<file path="src/rtl/usb_rx_pkg.sv">
package usb_rx_pkg;

    localparam int BYTE_W = 8;
    localparam int CRC_W  = 16;

    localparam logic [BYTE_W-1:0] SYNC_PATTERN = 8'h80;
    localparam logic [CRC_W-1:0]  CRC_POLY     = 16'h8005;
    localparam logic [CRC_W-1:0]  CRC_SEED     = 16'hFFFF;
    localparam logic [CRC_W-1:0]  CRC_RESIDUE  = 16'h800D;

    localparam logic [3:0] PID_DATA0 = 4'b0011;
    localparam logic [3:0] PID_DATA1 = 4'b1011;

    typedef enum logic [1:0] {
        ST_IDLE,
        ST_PID,
        ST_DATA,
        ST_DROP
    } rx_state_e;

    typedef struct packed {
        logic              we;
        logic [BYTE_W-1:0] data;
        logic              err;
    } rx_out_s;

    // High nibble must mirror low nibble inverted; low nibble picks DATA0/DATA1
    function automatic logic pid_is_data(input logic [BYTE_W-1:0] pid);
        logic check_ok;
        logic type_ok;
        check_ok = (pid[7:4] == ~pid[3:0]);
        type_ok  = (pid[3:0] == PID_DATA0) || (pid[3:0] == PID_DATA1);
        return check_ok && type_ok;
    endfunction

endpackage

</file>
<file path="src/rtl/usb_rx_hdr_chk.sv">
module usb_rx_hdr_chk
    import usb_rx_pkg::*;
#(
    parameter logic [BYTE_W-1:0] SYNC_VAL = SYNC_PATTERN
) (
    input  logic [BYTE_W-1:0] hdr_byte,
    output logic              sync_ok,
    output logic              pid_ok
);

    always_comb begin
        sync_ok = (hdr_byte == SYNC_VAL);
        pid_ok  = pid_is_data(hdr_byte);
    end

endmodule

</file>
<file path="src/rtl/usb_rx_crc16.sv">
module usb_rx_crc16
    import usb_rx_pkg::*;
#(
    parameter int              W    = CRC_W,
    parameter int              DW   = BYTE_W,
    parameter logic [W-1:0]    POLY = CRC_POLY,
    parameter logic [W-1:0]    SEED = CRC_SEED
) (
    input  logic          clk,
    input  logic          rst,
    input  logic          clear,
    input  logic          update,
    input  logic [DW-1:0] din,
    output logic [W-1:0]  crc
);

    logic [W-1:0] crc_q;
    logic [W-1:0] stage [0:DW];

    assign stage[0] = crc_q;

    // One shift step per input bit, least significant bit first
    generate
        for (genvar i = 0; i < DW; i++) begin : g_bit
            logic fb;
            assign fb           = stage[i][W-1] ^ din[i];
            assign stage[i+1]   = {stage[i][W-2:0], 1'b0} ^ (fb ? POLY : '0);
        end
    endgenerate

    always_ff @(posedge clk) begin
        if (rst || clear) begin
            crc_q <= SEED;
        end else if (update) begin
            crc_q <= stage[DW];
        end
    end

    assign crc = crc_q;

endmodule

</file>
<file path="src/rtl/usb_rx_pkt_ctrl.sv">
module usb_rx_pkt_ctrl
    import usb_rx_pkg::*;
#(
    parameter logic [BYTE_W-1:0] SYNC_VAL  = SYNC_PATTERN,
    parameter logic [CRC_W-1:0]  CRC_GOOD  = CRC_RESIDUE
) (
    input  logic              clk,
    input  logic              rst,
    input  logic [BYTE_W-1:0] rx_byte,
    input  logic              rx_valid,
    input  logic              rx_eop,
    input  logic              fifo_full,
    output logic [BYTE_W-1:0] fifo_wdata,
    output logic              fifo_we,
    output logic              rx_error
);

    rx_state_e        state_q, state_n;
    rx_out_s          out_q, out_n;
    logic             sync_ok, pid_ok;
    logic             crc_clr, crc_upd;
    logic [CRC_W-1:0] crc_val;

    usb_rx_hdr_chk #(
        .SYNC_VAL (SYNC_VAL)
    ) u_hdr (
        .hdr_byte (rx_byte),
        .sync_ok  (sync_ok),
        .pid_ok   (pid_ok)
    );

    usb_rx_crc16 u_crc (
        .clk    (clk),
        .rst    (rst),
        .clear  (crc_clr),
        .update (crc_upd),
        .din    (rx_byte),
        .crc    (crc_val)
    );

    always_comb begin
        state_n      = state_q;
        out_n.we     = 1'b0;
        out_n.err    = 1'b0;
        out_n.data   = out_q.data;
        crc_clr      = (state_q != ST_DATA);
        crc_upd      = 1'b0;

        unique case (state_q)
            ST_IDLE: begin
                if (rx_eop) begin
                    state_n = ST_IDLE;
                end else if (rx_valid) begin
                    state_n = sync_ok ? ST_PID : ST_DROP;
                end
            end
            ST_PID: begin
                if (rx_eop) begin
                    out_n.err = 1'b1;
                    state_n   = ST_IDLE;
                end else if (rx_valid) begin
                    if (pid_ok) begin
                        state_n = ST_DATA;
                    end else begin
                        out_n.err = 1'b1;
                        state_n   = ST_DROP;
                    end
                end
            end
            ST_DATA: begin
                if (rx_eop) begin
                    out_n.err = (crc_val != CRC_GOOD);
                    state_n   = ST_IDLE;
                end else if (rx_valid) begin
                    crc_upd = 1'b1;
                    if (fifo_full) begin
                        out_n.err = 1'b1;
                    end else begin
                        out_n.we   = 1'b1;
                        out_n.data = rx_byte;
                    end
                end
            end
            ST_DROP: begin
                if (rx_eop) begin
                    state_n = ST_IDLE;
                end
            end
            default: state_n = ST_IDLE;
        endcase
    end

    always_ff @(posedge clk) begin
        if (rst) begin
            state_q <= ST_IDLE;
            out_q   <= '0;
        end else begin
            state_q <= state_n;
            out_q   <= out_n;
        end
    end

    assign fifo_we    = out_q.we;
    assign fifo_wdata = out_q.data;
    assign rx_error   = out_q.err;

endmodule

</file>
<file path="config.mk">
export PLATFORM = sky130hd
export DESIGN_NAME = usb_rx_pkt_ctrl
export DESIGN_NICKNAME = d
export VERILOG_FILES = /design/src/rtl/usb_rx_pkg.sv /design/src/rtl/usb_rx_hdr_chk.sv /design/src/rtl/usb_rx_crc16.sv /design/src/rtl/usb_rx_pkt_ctrl.sv
export SDC_FILE = /design/constraint.sdc
export NUM_CORES = 1
export LEC_CHECK = 0
export BUFFER_PORTS_ARGS = -buffer_cell sky130_fd_sc_hd__buf_2
export CAP_MARGIN = 10
export CORE_ASPECT_RATIO = 0.6
export CORE_MARGIN = 2
export CORE_UTILIZATION = 55
export CTS_BUF_LIST = sky130_fd_sc_hd__clkbuf_4 sky130_fd_sc_hd__clkbuf_8
export CTS_CLUSTER_SIZE = 25
export DETAILED_ROUTE_END_ITERATION = 8
export GPL_TIMING_DRIVEN = 0
export PLACE_DENSITY = 0.78
export RECOVER_POWER = 100
export SETUP_SLACK_MARGIN = 0.1
export SYNTH_ARGS = -nofsm -noshare
export SYNTH_HDL_FRONTEND = slang
export SYNTH_SLANG_ARGS = --single-unit
</file>
<file path="constraint.sdc">
create_clock -name clk -period 3.45 [get_ports clk]
set_clock_uncertainty 0.15 [all_clocks]
set_input_delay 0.69 -clock clk [delete_from_list [all_inputs] [get_ports clk]]
set_output_delay 0.69 -clock clk [all_outputs]
set_load 0.005 [all_outputs]
</file>
* Word-level counts from Yosys, hierarchy flattened *
Cells that the tools add are included.

operators by class
  add/sub/neg operators = 0
  $mul = 0
  div/mod/pow operators = 0
  magnitude comparators = 0
  equal/unequal tests = 12
  shifts and indexed selects = 0
  multiplexer cells = 27
  bitwise gates (word level) = 21
  reductions and logical operators = 8

operators with widths
  cell                    count
  $mux W16                8
  $xor A16 B16 Y16        8
  $ne A16 B16 Y1 const B  1
  $mux W2                 6
  $mux W1                 10
  $mux W9                 1
  $eq A8 B8 Y1 const B    1
  $xor A1 B1 Y1           8
  $ne A3 B3 Y1 const B    2
  $pmux W2 S3             1
  $eq A2 B2 Y1 const B    2
  $eq A4 B2 Y1 const B    1
  $eq A4 B4 Y1            1
  $eq A4 B4 Y1 const B    1
  $not A1 Y1              4
  $not A4 Y4              1
  $reduce_and A4 Y1       1
  $reduce_or A4 Y1        1
  $reduce_and A3 Y1       1
  $eq A2 B1 Y1 const B    1
  $logic_not A2 Y1        1
  $logic_or A1 B1 Y1      2
  $ne A2 B1 Y1 const B    1
  $ne A2 B2 Y1 const B    1
  3 further kinds         3

word-level totals
  bits in registers = 28
  bits in latches = 0
  RAM bits = 0
  bits in read-only memories = 0
  output and inout bits = 10
  logic and storage cells = 73
  memories kept = 0

* Logic depth before layout (Yosys ltp) *
Gate-level depths: netlist of run 1.

  depth in word-level cells = 24
  gate-level depth with buffers = 8

* Cells and area by module *
From an unflattened synthesis of run 1, not the netlist that was laid out.

unflattened totals
  cells, all modules = 185
  area, all modules = 1626.6 µm²

by module, submodules not included
  module           instances  cells each  area an instance (µm²)  seq. area each (µm²)
  usb_rx_crc16     1          101         907.1                   320.3
  usb_rx_pkt_ctrl  1          77          669.4                   240.2
  usb_rx_hdr_chk   1          7           50.0                    0.0

* Worst setup path after synthesis of run 1 *
OpenSTA, ideal clock, no wires.

  path kind = input -> register
  start point = input rx_byte[1]
  end point = register u_crc.crc_q[0], in the netlist u_crc.crc[0]
  library setup time = 0.122 ns
  arrival time = 2.101 ns
  path slack = 1.077 ns
  cell stages on the path = 5
  path through = xnor2_1 xnor2_1 xnor3_2 or4_1 o311a_1

between the ends
  longest elaborated chain between the ends = 21

ends and longest elaborated chain
  what                  RTL line              RTL
  from (decl)           usb_rx_pkt_ctrl.sv:9  input logic [BYTE_W-1:0] rx_byte,
  $xor A1 B1 Y1         usb_rx_crc16.sv:26    assign fb = stage[i][W-1] ^ din[i];
  $mux W16              usb_rx_crc16.sv:27    assign stage[i+1] = {stage[i][W-2:0], 1'b0} ^ (fb ? POLY : '0);
  $xor A16 B16 Y16      usb_rx_crc16.sv:27
  $xor A1 B1 Y1         usb_rx_crc16.sv:26
  $mux W16              usb_rx_crc16.sv:27
  $xor A16 B16 Y16      usb_rx_crc16.sv:27
  $xor A1 B1 Y1         usb_rx_crc16.sv:26
  $mux W16              usb_rx_crc16.sv:27
  [... 5 more ...]      --
  $mux W16              usb_rx_crc16.sv:27
  $xor A16 B16 Y16      usb_rx_crc16.sv:27
  $xor A1 B1 Y1         usb_rx_crc16.sv:26
  $mux W16              usb_rx_crc16.sv:27
  $xor A16 B16 Y16      usb_rx_crc16.sv:27
  $xor A1 B1 Y1         usb_rx_crc16.sv:26
  $mux W16              usb_rx_crc16.sv:27
  $xor A16 B16 Y16      usb_rx_crc16.sv:27
  to (signal assigned)  usb_rx_crc16.sv:35    crc_q <= stage[DW];
  to (decl)             usb_rx_crc16.sv:17    logic [W-1:0] crc_q;

No other way between the ends.
A chain may end at the register's enable or synchronous reset.

* Final worst setup path of run 1 *
  start point = input rx_byte[1]
  end point = register u_crc.crc_q[1], in the netlist u_crc.crc[1]

between the ends
  longest elaborated chain between the ends = 19

ends and longest elaborated chain
  what                            RTL line
  $xor A1 B1 Y1                   usb_rx_crc16.sv:26
  $mux W16                        usb_rx_crc16.sv:27
  $xor A16 B16 Y16                usb_rx_crc16.sv:27
  $xor A1 B1 Y1                   usb_rx_crc16.sv:26
  $mux W16                        usb_rx_crc16.sv:27
  $xor A16 B16 Y16                usb_rx_crc16.sv:27
  $xor A1 B1 Y1                   usb_rx_crc16.sv:26
  $mux W16                        usb_rx_crc16.sv:27
  [... 2 more ...]                --
  $mux W16                        usb_rx_crc16.sv:27
  $xor A16 B16 Y16                usb_rx_crc16.sv:27
  $xor A1 B1 Y1                   usb_rx_crc16.sv:26
  $mux W16                        usb_rx_crc16.sv:27
  $xor A16 B16 Y16                usb_rx_crc16.sv:27
  $xor A1 B1 Y1                   usb_rx_crc16.sv:26
  $mux W16                        usb_rx_crc16.sv:27
  $xor A16 B16 Y16 (2 in series)  usb_rx_crc16.sv:27

No other way between the ends.

==> impl_metrics.csv, run 1 <==
group,metric,value,unit
cells_and_area,layout_commonest_cell,"nand2_1",
cts,hold_buffers,0,
critical_path,worstRegToRegCells,5,
route,drt_iter0_drc,107,
power,p_comb_share,13.5,%
power,p_leak,0.628,nW
sta,rsz0062_at_grt,"no",
sta,fin_crit_sh,70.5,%
cells_and_area,nFillCells,192,
power,swShare,23.8,%
cells_and_area,num_antenna_cells,0,
logic_synthesis,synth_compound_area_share,13.5,%
placed_design,finalWeightedCongestion,0.868,
logic_synthesis,ys_seq_area_share,41.1,%
sta,clock.fmax,411,MHz
floorplanning,dieWidth,68.3,um
flow_run,max-cap-violations,0,
grt,grt_pass1_wl,5160,um
sta,finalHoldViolCount,0,
sta,slew_headroom,57.2,%
logic_synthesis,synth_top_family_by_area,"simple AND/OR/NAND/NOR gates",
cts,cts_setup_buffers,0,
placed_design,place_ws,780,ps
critical_path,required,3470,ps
run_status,outcome,"complete, no violations",
sta,hold_slack,314,ps
sta,period_needed,2430,ps
worst_hold_path,hold_path_end,"fifo_wdata[2]$_SDFFE_PP0P_",
cts,clock_latency,280,ps
logic_synthesis,syn_area,1360,sq um
worst_hold_path,hold_class,"flop to flop",
route,route.detailed.drc,0,
grt,grt_usage,24.1,%
placed_design,hpwl,2410,um
route,drt_first_pass_iters,4,
critical_path,ff2ff_setup_slack,1220,ps
sta,setup_violations,0,
cells_and_area,final_cell_area,1570,sq um
sta,drv_slew,0,
route,route.vias.total,1192,
cts,post_cts_resized,0,
worst_hold_path,worstHoldPathCells,2,
placed_design,dpl_cell_area,1510,sq um
floorplanning,die_area,2910,sq um
logic_synthesis,synth.ff_latch_count,28,
sta,final.setup.tns,0,ps
critical_path,setup.worst_path.start_class,"input pin",
sta,layout_setup_ws,1020,ps
logic_synthesis,syn-mean-instance-area,8.63,sq um
grt,grt_overflow_total,0,
floorplanning,start_util,60.3,%
critical_path,rr_endpoint,"u_crc.crc[1]$_SDFFE_PP1P_",
route,wl,3220,um
floorplanning,design.core.area,2260,sq um
logic_synthesis,synth-xor-area-share,15.7,%
route,wl_per_cell,15.1,um
sta,worstMarginPinSlew,639,ps
power,power_frac_clock,38.4,%
logic_synthesis,syn-num-nets,175,
cts,numCtsBuffers,3,
critical_path,cp.arrival,2460,ps
critical_path,cp_max_fo,5,
cts,cts_sinks,28,
power,seqPwrFrac,48.1,%
grt,grt_max_degree,17,
floorplanning,die_h,42.6,um
cells_and_area,nets,201,
logic_synthesis,yosysWarnings,0,
critical_path,r2r-start,"u_crc.crc[14]$_SDFFE_PP1P_",
cts,clockBufferDepth,2,
logic_synthesis,synthSimpleGateAreaFrac,23.6,%
cells_and_area,drive_gt1_share,11.5,%
power,p_total,0.000684,W
floorplanning,num_rows,13,
power,ir_drop,0.398,mV
logic_synthesis,synthAdderAreaFrac,3.67,%
logic_synthesis,synthMuxAreaShare,0,%
cells_and_area,layout_common_cells,"35 x nand2_1, 28 x dfxtp_1, 16 x xnor2_1, 14 x clkbuf_1, 13 x buf_2",
route,postRouteAntennaNets,0,
power,internal-power,0.000522,W
grt,grt_pass1_vias,1081,
cells_and_area,syn2layout_area_growth,14.9,%
logic_synthesis,syn_inst,158,
cts,htree_levels,1,
route,via_per_inst,5.60,
cts,clk_pin_slew,100,ps
cts,cts_tree,"built",
worst_hold_path,worst_hold_startpoint,"fifo_wdata[2]$_SDFFE_PP0P_",
logic_synthesis,yosysUniqueCellTypes,32,
cts,root_buffer,"clkbuf_8",
critical_path,end_kind,"flop",
floorplanning,io_pins,23,
grt,antenna_found_initial,0,
power,p_sw,0.000163,W
critical_path,setup.worst_path.class,"input pin to flop",
power,p_per_area,437,nW/um^2
placed_design,io_buffers,21,
==> Yosys cell counts <==
cell type / count / share of area [%]
or2_2: 1 / 0.46
o311a_1: 2 / 1.5
or2b_1: 1 / 0.55
xor2_1: 2 / 1.3
or3_1: 1 / 0.46
inv_1: 2 / 0.55
o21ai_1: 1 / 0.37
a21o_1: 2 / 1.1
nor3_1: 4 / 1.5
nand2_1: 35 / 9.6
nand4_1: 3 / 1.4
xnor3_2: 1 / 1.7
dfxtp_1: 28 / 41
xor2_2: 1 / 1.2
a211oi_1: 1 / 0.55
a21oi_1: 10 / 3.7
o211ai_1: 8 / 4.4
and3_2: 1 / 0.55
nor2_1: 9 / 2.5
nand3_1: 7 / 2.6
ha_1: 4 / 3.7
nor3b_1: 1 / 0.55
or4_1: 2 / 1.1
xnor2_2: 1 / 1.2
xnor2_1: 16 / 10
nor4b_1: 2 / 1.3
clkbuf_1: 7 / 1.9
a2111oi_0: 1 / 0.64
nor2b_1: 1 / 0.46
a32oi_1: 1 / 0.64
a211o_1: 1 / 0.64
nand4b_1: 1 / 0.64
==> state kept, by name, summed over array words and instances (netlist names) <==
signal and count:
fifo_wdata 8, fifo_we 1, rx_error 1, state_q 2, u_crc.crc 16
==> power by group through the flow <==
stage	Combinational, W	Sequential (W)	Clock [W]
after global placement	0.0000886	0.000336	0
after CTS	0.0000923	0.000329	0.000264
after global routing	0.000101	0.000330	0.000276
final	0.0000922	0.000329	0.000263
after detailed placement	0.0000914	0.000337	0
after floorplan	0.0000648	0.000336	0
==> stage by stage <==
stage               instances  utilization [%]
floorplan                 158                -
global placement          209             66.6
detailed placement        209             66.6
CTS                       213             69.8
global route              213             69.3
finish                    213             69.3
==> worst max-delay path, cell delays in order <==
cell,delay [ps]
clkbuf_1,130
xnor2_1,320
xnor2_1,220
xnor3_1,520
or4_1,430
o311a_1,140
==> logic make-up after synthesis <==
group / count (synthesis)
xor gates and xnor gates: 21
adders and majority gates: 4
and+or+nand+nor: 69
AOI/OAI and AO/OA: 27
DFF: 28
buffers and inverters: 9
==> worst max-delay path by stage <==
stage	slack (ps)	end	start	depth (start not counted)
after global routing	920	u_crc.crc[1]$_SDFFE_PP1P_	rx_byte[1]	6
final	1020	u_crc.crc[1]$_SDFFE_PP1P_	rx_byte[1]	6
after global placement	840	u_crc.crc[0]$_SDFFE_PP1P_	rx_byte[2]	6
after detailed placement	780	u_crc.crc[1]$_SDFFE_PP1P_	rx_byte[1]	6
after floorplan	1080	u_crc.crc[0]$_SDFFE_PP1P_	rx_byte[1]	5
after CTS	1070	u_crc.crc[1]$_SDFFE_PP1P_	rx_byte[1]	6
==> area by class of cell <==
type	count	area (sq um)	area share [%]
Timing Repair Buffer	21	95.1	6.07
Multi-Input combinational cell	121	768	49.0
Inverter	2	7.51	0.479
Clock buffer	3	41.3	2.64
Clock inverter	1	30.0	1.92
Tap cell	30	37.5	2.40
Buffer	7	26.3	1.68
Sequential cell	28	561	35.8
==> layer usage <==
layer	track usage [%]	vias up	wire, um
li1	-	594	-
met3	6.72	4	303
met2	35.7	44	1380
met1	34.9	550	1510
met4	4.80	0	29
met5	0	-	0
Power figures use the tool's default switching activity.
==> run 2: changes to the inputs <==
- clock period: 3.45 -> 2.44 ns (I/O delays scaled with it)
==> impl_metrics.csv, run 2 (synthesized netlist as in run 1, its figures left out) <==
group,metric,value,unit
run_status,outcome,"complete, no violations",
sta,clock.fmax,449,MHz
cts,root_buffer,"clkbuf_8",
worst_hold_path,hold_class,"input pin to flop",
sta,final.setup.tns,0,ps
critical_path,crit_family,"XOR/XNOR gates",
grt,grt_pass1_wl,5160,um
power,p_total,0.000969,W
critical_path,required,2470,ps
sta,worstMarginPinSlew,662,ps
critical_path,path_cells,"xnor2_1 -> xnor2_1 -> xnor3_2 -> or4_1 -> o311a_1",
cells_and_area,syn2layout_area_growth,15.2,%
critical_path,crit_path_frequent_cell,"xnor2_1",
cells_and_area,num_antenna_cells,0,
floorplanning,dieWidth,68.3,um
critical_path,max_stage_delay,520,ps
grt,grt_overflow_total,0,
critical_path,end_kind,"flop",
cells_and_area,largest_register_ffs,16,
route,drt_iter0_drc,107,
sta,slew_headroom,55.7,%
floorplanning,die_area,2910,sq um
power,ir_drop,0.566,mV
cts,cts_setup_buffers,0,
critical_path,cp_max_fo,5,
critical_path,cp.arrival,2260,ps
route,drt_first_pass_iters,4,
flow_run,max-cap-violations,0,
sta,fin_crit_sh,91.4,%
cells_and_area,nFillCells,189,
cts,hold_buffers,0,
route,via_per_inst,5.65,
cells_and_area,nets,201,
route,route.vias.total,1204,
critical_path,setup.worst_path.start_class,"flop",
route,wl_per_cell,15.1,um
cells_and_area,drive_gt1_share,13.1,%
cts,cts_sinks,28,
route,postRouteAntennaNets,0,
floorplanning,num_rows,13,
floorplanning,io_pins,23,
sta,period_needed,2230,ps
cells_and_area,layout_common_cells,"35 x nand2_1, 28 x dfxtp_1, 16 x xnor2_1, 14 x buf_2, 13 x clkbuf_1",
sta,rsz0062_at_grt,"no",
cts,cts_tree,"built",
sta,drv_slew,0,
placed_design,finalWeightedCongestion,0.868,
grt,grt_pass1_vias,1081,
critical_path,setup.worst_path.class,"flop to flop",
cells_and_area,final_cell_area,1570,sq um
critical_path,crit_buf_inv,0,
grt,grt_max_degree,17,
placed_design,hpwl,2410,um
cts,numCtsBuffers,3,
grt,grt_usage,24.1,%
cts,htree_levels,1,
sta,setup_violations,0,
power,p_per_area,617,nW/um^2
route,wl,3210,um
sta,finalHoldViolCount,0,
cts,clk_pin_slew,90,ps
cts,clockBufferDepth,2,
placed_design,io_buffers,21,
floorplanning,start_util,60.3,%
cells_and_area,area.sequential,561,sq um
critical_path,cp_slowest_cell,"xnor3_2",
floorplanning,die_h,42.6,um
cts,clock_latency,280,ps
floorplanning,design.core.area,2260,sq um
power,p_leak,0.631,nW
cells_and_area,multiInputGateArea,772,sq um
placed_design,dpl_cell_area,1510,sq um
route,route.detailed.drc,0,
grt,antenna_found_initial,0,
cells_and_area,layout_commonest_cell,"nand2_1",
## run 2: changes by cell type in the layout (fill, tap and decap cells not counted), sizes merged
cell / delta
clkbuf: -1
buf: +1
## run 2: area by class of cell
cell class                 instances  area share [%]
multi-input combinational        121            49.1
sequential                        28            35.7
timing repair buffer              21            6.13
clock buffer                       3            2.63
tap                               30            2.39
clock inverter                     1            1.91
buffer                             7            1.67
inverter                           2           0.478
## run 2: timing repair
action,4_1_cts,5_1_grt
endpoints found under the hold margin,0,0
gates resized for setup,0,1
setup endpoints to repair,0,4
## run 2: where the power goes
part / internal [W] / total, W / switching, W
registers: 0.000462 / 0.000465 / 0.00000340
clock network: 0.000220 / 0.000373 / 0.000153
logic: 0.0000570 / 0.000131 / 0.0000744
total: 0.000739 / 0.000969 / 0.000230
## run 2: stage by stage
| step | utilization, % | setup WS [ps] | std cells | hold slack (ps) |
|---|---|---|---|---|
| after global placement | 66.6 | 34.3 | 209 | 288 |
| after CTS | 69.8 | 240 | 213 | 277 |
| final | 69.5 | 210 | 213 | 280 |
| after floorplan | - | 269 | 158 | 303 |
| after global routing | 69.5 | 127 | 213 | 288 |
| after detailed placement | 66.6 | -28.5 | 209 | 298 |
## run 2: worst paths after layout
| check | from | to | slack (ps) | cells past startpoint |
|---|---|---|---|---|
| worst max-delay path | u_crc.crc[14]$_SDFFE_PP1P_ | u_crc.crc[1]$_SDFFE_PP1P_ | 210 | 5 |
| worst min-delay path | rst | state_q[1]$_SDFFE_PP0P_ | 280 | 2 |
| worst max register to register | u_crc.crc[14]$_SDFFE_PP1P_ | u_crc.crc[1]$_SDFFE_PP1P_ | 210 | 5 |
| worst min register to register | fifo_wdata[2]$_SDFFE_PP0P_ | fifo_wdata[2]$_SDFFE_PP0P_ | 310 | 2 |
## run 2: per-layer routing
metal / track usage, % / wire (um) / vias up
li1: - / - / 596
met1: 34.9 / 1600 / 562
met2: 35.7 / 1370 / 40
met3: 6.72 / 204 / 6
met4: 4.80 / 42 / 0
met5: 0 / 0 / -
==> run 3: changes to the inputs <==
- CORE_UTILIZATION: 55 -> 45
- PLACE_DENSITY: 0.78 -> 0.66
==> impl_metrics.csv, run 3 (synthesized netlist as in run 1, its figures left out) <==
group,metric,value,unit
worst_hold_path,hold_class,"input pin to flop",
floorplanning,num_rows,15,
route,postRouteAntennaNets,0,
sta,worstMarginPinSlew,706,ps
placed_design,finalWeightedCongestion,0.868,
critical_path,crit_family,"XOR/XNOR gates",
critical_path,cp_slowest_cell,"xnor3_1",
cells_and_area,final_cell_area,1590,sq um
placed_design,io_buffers,21,
sta,slew_headroom,52.8,%
power,p_leak,0.635,nW
cells_and_area,largest_register_ffs,16,
power,p_per_area,607,nW/um^2
floorplanning,start_util,47.5,%
grt,antenna_found_initial,0,
sta,drv_slew,0,
route,drt_first_pass_iters,4,
route,wl_per_cell,14.8,um
power,ir_drop,0.288,mV
cts,htree_levels,1,
grt,grt_pass1_wl,5200,um
critical_path,path_cells,"xor2_2 -> xnor2_2 -> xnor3_1 -> or4_1 -> o311a_1",
critical_path,cp_max_fo,5,
cells_and_area,nets,201,
critical_path,end_kind,"flop",
sta,fin_crit_sh,92.5,%
cells_and_area,num_antenna_cells,0,
cts,cts_tree,"built",
sta,period_needed,2260,ps
sta,layout_setup_ws,184,ps
placed_design,place_ws,-23.3,ps
critical_path,required,2460,ps
grt,grt_usage,20.9,%
sta,finalHoldViolCount,0,
sta,hold_slack,297,ps
cts,clockBufferDepth,2,
cts,root_buffer,"clkbuf_8",
grt,grt_max_degree,17,
cells_and_area,layout_common_cells,"35 x nand2_1, 28 x dfxtp_1, 15 x xnor2_1, 14 x buf_2, 13 x clkbuf_1",
critical_path,max_stage_delay,520,ps
cts,hold_buffers,0,
critical_path,cp.arrival,2280,ps
route,route.detailed.drc,0,
sta,setup_violations,0,
cts,clk_pin_slew,90,ps
sta,clock.fmax,443,MHz
floorplanning,die_h,46.6,um
floorplanning,io_pins,23,
placed_design,placedCellCount,221,
route,drt_iter0_drc,66,
cts,numCtsBuffers,3,
cells_and_area,syn2layout_area_growth,16.6,%
cells_and_area,drive_gt1_share,12.6,%
floorplanning,die_area,3500,sq um
floorplanning,design.core.area,2870,sq um
cts,cts_sinks,28,
cells_and_area,finalNonFillerCells,225,
cells_and_area,nFillCells,273,
route,via_per_inst,5.21,
power,p_total,0.000965,W
floorplanning,dieWidth,75.1,um
run_status,outcome,"complete, no violations",
critical_path,crit_buf_inv,0,
flow_run,max-cap-violations,0,
critical_path,setup.worst_path.start_class,"flop",
grt,grt_overflow_total,0,
sta,rsz0062_at_grt,"no",
cells_and_area,layout_commonest_cell,"nand2_1",
placed_design,dpl_cell_area,1520,sq um
critical_path,setup.worst_path.class,"flop to flop",
cts,clock_latency,270,ps
route,route.vias.total,1173,
placed_design,hpwl,2620,um
route,wl,3320,um
grt,grt_pass1_vias,1035,
==> run 3: changes by cell type in the layout (fill, tap and decap cells not counted) <==
cell     previous run  this run
nor2_1              8         9
nor2_2              1         0
xnor2_1            16        15
xnor2_2             1         2
xnor3_1             0         1
xnor3_2             1         0
==> run 3: repair_timing <==
| item | 4_1_cts | 5_1_grt |
|---|---|---|
| buffers inserted | 0 | 0 |
| resized for setup | 0 | 1 |
| endpoints found under the setup margin | 0 | 2 |
==> run 3: power breakdown <==
part | internal (W) | total (W) | switching (W)
registers | 0.000462 | 0.000465 | 0.00000332
logic | 0.0000572 | 0.000133 | 0.0000759
clock network | 0.000220 | 0.000366 | 0.000147
==> run 3: layout make-up <==
type / instances / area [sq um] / share of cell area, %
Clock buffer: 3 / 41.3 / 2.60
Tap cell: 42 / 52.6 / 3.30
Clock inverter: 1 / 30.0 / 1.89
Buffer: 7 / 26.3 / 1.65
Multi-Input combinational cell: 121 / 776 / 48.8
Timing Repair Buffer: 21 / 96.3 / 6.06
Inverter: 2 / 7.51 / 0.472
Sequential cell: 28 / 561 / 35.2
==> run 3: metrics by stage <==
| stage | TNS (ps) | utilization [%] |
|---|---|---|
| floorplan | 0 | - |
| global placement | -5.17 | 53.0 |
| detailed placement | -36.7 | 53.0 |
| CTS | 0 | 55.5 |
| global route | 0 | 55.4 |
| finish | 0 | 55.4 |
==> run 3: per-layer routing <==
layer | routed length (um) | GRT usage [%] | vias up | part of all wire, %
met3 | 218 | 5.69 | 4 | 6.6
met4 | 27 | 5.00 | 0 | 0.81
li1 | - | - | 600 | -
met1 | 1740 | 33.1 | 544 | 52
met5 | 0 | 0 | - | 0
met2 | 1330 | 26.7 | 25 | 40
==> run 3: final timing paths <==
check                                           startpoint                          to  slack (ps)  cells after the start
worst max-delay path            u_crc.crc[15]$_SDFFE_PP1P_   u_crc.crc[0]$_SDFFE_PP1P_         180                      5
worst max register to register  u_crc.crc[15]$_SDFFE_PP1P_   u_crc.crc[0]$_SDFFE_PP1P_         180                      5
worst min register to register  fifo_wdata[2]$_SDFFE_PP0P_  fifo_wdata[2]$_SDFFE_PP0P_         310                      2
worst min-delay path                                   rst     state_q[1]$_SDFFE_PP0P_         300                      2
